`src/rtl/arb_tx.sv`:
```
module arb_tx #(
  parameter int MAX_BYTES = 8,
  localparam int IDX_W = (MAX_BYTES > 1) ? $clog2(MAX_BYTES) : 1
) (
  input  logic             clk,
  input  logic             rst_n,
  input  logic             frame_start,
  input  logic             bit_strobe,
  input  logic             bus_rx,
  input  logic [IDX_W-1:0] last_idx,
  input  logic [7:0]       byte_data,
  output logic [IDX_W-1:0] byte_idx,
  output logic             tx_bit,
  output logic             tx_en,
  output logic             lost,
  output logic             done
);

  typedef enum logic [1:0] {S_IDLE, S_DATA, S_EXT1, S_EXT2} state_t;

  state_t           state;
  logic [2:0]       bit_pos;
  logic [IDX_W-1:0] len_q;
  logic             miss;
  logic             ext_slot;

  assign tx_en    = (state != S_IDLE);
  assign ext_slot = (state == S_EXT1) || (state == S_EXT2);
  assign tx_bit   = (state == S_DATA) ? byte_data[~bit_pos] : 1'b1;
  assign miss     = bit_strobe && tx_en && (tx_bit != bus_rx);

  always_ff @(posedge clk or negedge rst_n) begin
    if (!rst_n) begin
      state    <= S_IDLE;
      bit_pos  <= '0;
      byte_idx <= '0;
      len_q    <= '0;
      lost     <= 1'b0;
      done     <= 1'b0;
    end else begin
      lost <= 1'b0;
      done <= 1'b0;
      case (state)
        S_IDLE: if (frame_start) begin
          state    <= S_DATA;
          bit_pos  <= '0;
          byte_idx <= '0;
          len_q    <= last_idx;
        end
        S_DATA: if (bit_strobe) begin
          bit_pos <= bit_pos + 3'd1;
          if (miss) begin
            if (bit_pos == 3'd7) state <= S_EXT1;
            else begin
              state <= S_IDLE;
              lost  <= 1'b1;
            end
          end else if (bit_pos == 3'd7) begin
            if (byte_idx == len_q) begin
              state <= S_IDLE;
              done  <= 1'b1;
            end else begin
              byte_idx <= byte_idx + 1'b1;
            end
          end
        end
        S_EXT1: if (bit_strobe) begin
          if (miss) begin
            state <= S_IDLE;
            lost  <= 1'b1;
          end else begin
            state <= S_EXT2;
          end
        end
        S_EXT2: if (bit_strobe) begin
          state <= S_IDLE;
          lost  <= 1'b1;
        end
        default: state <= S_IDLE;
      endcase
    end
  end

endmodule

```
`config.mk`:
```
export PLATFORM = sky130hd
export DESIGN_NAME = arb_tx
export DESIGN_NICKNAME = d
export VERILOG_FILES = /design/src/rtl/arb_tx.sv
export SDC_FILE = /design/constraint.sdc
export NUM_CORES = 1
export LEC_CHECK = 0
export ABC_AREA = 0
export BUFFER_PORTS_ARGS = -buffer_cell sky130_fd_sc_hd__buf_2
export CELL_PAD_IN_SITES_DETAIL_PLACEMENT = 1
export CELL_PAD_IN_SITES_GLOBAL_PLACEMENT = 2
export CORE_UTILIZATION = 32
export DETAILED_ROUTE_END_ITERATION = 7
export HOLD_SLACK_MARGIN = 0.02
export PLACE_DENSITY_LB_ADDON = 0.1
export SLEW_MARGIN = 20
export SYNTH_ARGS = -nofsm -noshare
export SYNTH_HDL_FRONTEND = slang
export SYNTH_SLANG_ARGS = --single-unit
```
`constraint.sdc`:
```
create_clock -name clk -period 2.1 [get_ports clk]
set_input_delay 0.21 -clock clk [delete_from_list [all_inputs] [get_ports clk]]
set_output_delay 0.21 -clock clk [all_outputs]
set_load 0.02 [all_outputs]
```
==> metrics.cfg <==
[cells_and_area]
layout_common_cells=buf_2, dfrtp_1, o21ai_0
final_area_mm2=0.001305
antenna_cells=0
nets=168
syn_to_final_growth_pct=25.06
drive_above_1_share_pct=34.97
final_core_util_pct=42.40
final_common_cell=buf_2
stdcell_count=187

[global_routing]
grt_pass1_vias=978
track_usage_pct=17.40
grt_max_degree=14
grt-ovfl-total=0
grt_pass1_wl_mm=4.581
antenna_found_initial=0

[timing]
fin_tns_setup_ns=0
period_share_pct=93.65
finalSetupViolations=0
drv_slew=0
hold_violations=0
max_freq_ghz=0.5085
period_needed_ns=1.967
worst_slew_pin_slew_ns=0.4137
rsz0062_at_grt=yes
max_slew_margin_pct=72.42
skew_ns=0.004110

[clocking]
cts_tree=done
clk_pin_slew_ns=0.10
cts_sinks=13
h-tree-depth=1
clk_latency_ns=0.28
clock-root-buffer=clkbuf_4
numCtsBuffers=3
cts.path.max_buffers=2

[die]
start_util_pct=33.90
die-area_mm2=0.003493
core_area_mm2=0.003078
boundaryPins=23
fp.dieH_um=59.11
num_rows=20
fp.dieW_um=59.11

[logic_synthesis]
synth_area_mm2=0.001044
yosys_warnings=0
synth_edf_count=0
yosysSeqAreaShare_pct=31.18
synth_cell_types=39
ys_async_sr_fraction_pct=100.0
avgSynthCellArea_um2=9.573
yosys_register_bits=13
synthCells=109
synthesis.nets=133
synth_ff_type=dfrtp_1

[critical_path]
rrSetupSlack_ns=0.13
r2r_start=bit_pos[0]$_DFFE_PN0P_
reg2reg_depth=7
worstSetupPathType=flip-flop to flip-flop
cp-end-kind=flip-flop
arrival_ns=2.14
worst_setup_path_start_kind=flip-flop
worstPathMaxFanout=5
cp.required_ns=2.28
reg2reg_to=state[0]$_DFFE_PN0P_

[flow_run]
drv_cap=0

[routing]
viasPerCell=5.075
drc=0
drtIter0Drc=45
wire_per_inst_um=14.37
wirelength_mm=2.687
drtAntennaViolNets=0
dr.pass1.iters=4
num_vias=949

[placement]
place.gp.congestion=0.7014
dpl_cell_area_mm2=0.001246
dp.cells=180
dp_hpwl_mm=2.124
port_buffers=22

[status]
status=completed

[hold_path]
worstHoldEndpoint=len_q[2]$_DFFE_PN0P_
hp-start=last_idx[2]
hold_path_depth=2
min_path_type=input port to flip-flop

[power]
p_leak_nw=0.5781
cellPowerDensity_mw_per_mm2=1318
ir_drop_v=0.0005118

## registers in the layout (all words and copies together), names as in the netlist
register	count
lost	1
done	1
state	2
bit_pos	3
len_q	3
byte_idx	3
## through the flow
step	total power, W	setup WS [ns]	hold slack [ns]
3_5_place_dp	0.001559	0.09767	0.1263
2_1_floorplan	0.001251	0.1455	-0.08559
4_1_cts	0.001735	0.09208	0.1410
6_report	0.001720	0.1334	0.1532
3_3_place_gp	0.001531	0.1490	0.1293
5_1_grt	0.001890	-0.007642	0.1488
## worst max-delay path, cell delays in order, from the launching register on
cell	delay [ns]
dfrtp_1	0.45
buf_4	0.17
mux2i_1	0.12
o221a_2	0.32
a2111oi_4	0.39
buf_4	0.19
a211oi_1	0.04
o32a_1	0.18
## area by class of cell
| type | instances | area (um2) |
|---|---|---|
| clock buffer | 3 | 22.52 |
| clock inverter | 1 | 5.005 |
| fill | 371 | 1773 |
| inverter | 10 | 37.54 |
| multi-input combinational | 82 | 656.9 |
| sequential | 13 | 325.3 |
| tap | 44 | 55.05 |
| timing repair buffer | 34 | 202.7 |
## logic make-up (layout without fill, tap and decap cells)
family                   Yosys count  count (layout)  share of synthesized area, %
AO/OA/AOI/OAI                     32              32                         23.74
AND/OR/NAND/NOR                   30              30                         16.19
buffers and inverters             14              48                         6.475
flip-flops                        13              13                         31.17
multiplexers                       9               9                         10.31
adder cells (fa/ha/maj)            8               8                         9.593
XOR/XNOR                           3               3                         2.518
## worst max path at each step
stage / from / endpoint / slack [ns] / depth (start not counted)
final: bit_pos[0]$_DFFE_PN0P_ / state[0]$_DFFE_PN0P_ / 0.13 / 7
after global routing: bit_pos[0]$_DFFE_PN0P_ / byte_idx[2]$_DFFE_PN0P_ / -0.008 / 7
after CTS: bit_pos[0]$_DFFE_PN0P_ / byte_idx[2]$_DFFE_PN0P_ / 0.09 / 6
after detailed placement: bit_pos[0]$_DFFE_PN0P_ / byte_idx[2]$_DFFE_PN0P_ / 0.1 / 6
after global placement: bit_pos[0]$_DFFE_PN0P_ / state[0]$_DFFE_PN0P_ / 0.15 / 7
after floorplan: state[1]$_DFFE_PN0P_ / byte_idx[2]$_DFFE_PN0P_ / 0.15 / 8
## cells in the mapped netlist, types with 2 or more instances
library cell,instances,area share (%)
mux2i_1,4,3.8
nand2_1,6,2.2
nand2b_1,3,1.8
inv_1,10,3.6
buf_6,2,2.2
nand3_1,6,2.9
dfrtp_1,13,31
o21a_1,2,1.4
a22oi_1,3,2.2
mux2_2,4,4.3
nor2_1,4,1.4
o21ai_0,12,5.8
ha_1,8,9.6
o211ai_1,2,1.4
clkbuf_1,2,0.72
xnor2_1,3,2.5
nor3_1,3,1.4
## report_power, final
part	switching, W	total [W]	leakage [nW]	internal (W)
sequential	0.000113	0.000458	0.165	0.000346
clock	0.0000961	0.000167	0.0177	0.0000707
combinational	0.000596	0.00110	0.396	0.000499
total	0.000804	0.00172	0.578	0.000916
## routing by layer
layer / part of all wire (%) / vias up / GRT usage [%]
met2: 46 / 14 / 28.25
met4: 0.48 / 0 / 5.102
li1: - / 473 / -
met5: 0 / - / 0
met1: 51 / 460 / 24.32
met3: 2.0 / 2 / 1.965
## timing repair
action / CTS / global route
resized for setup: 0 / 1
buffers inserted: 0 / 2
setup endpoints to repair: 0 / 2
hold endpoints to repair: 13 / 0
hold buffers: 1 / 0
Power figures use the tool's default switching activity.
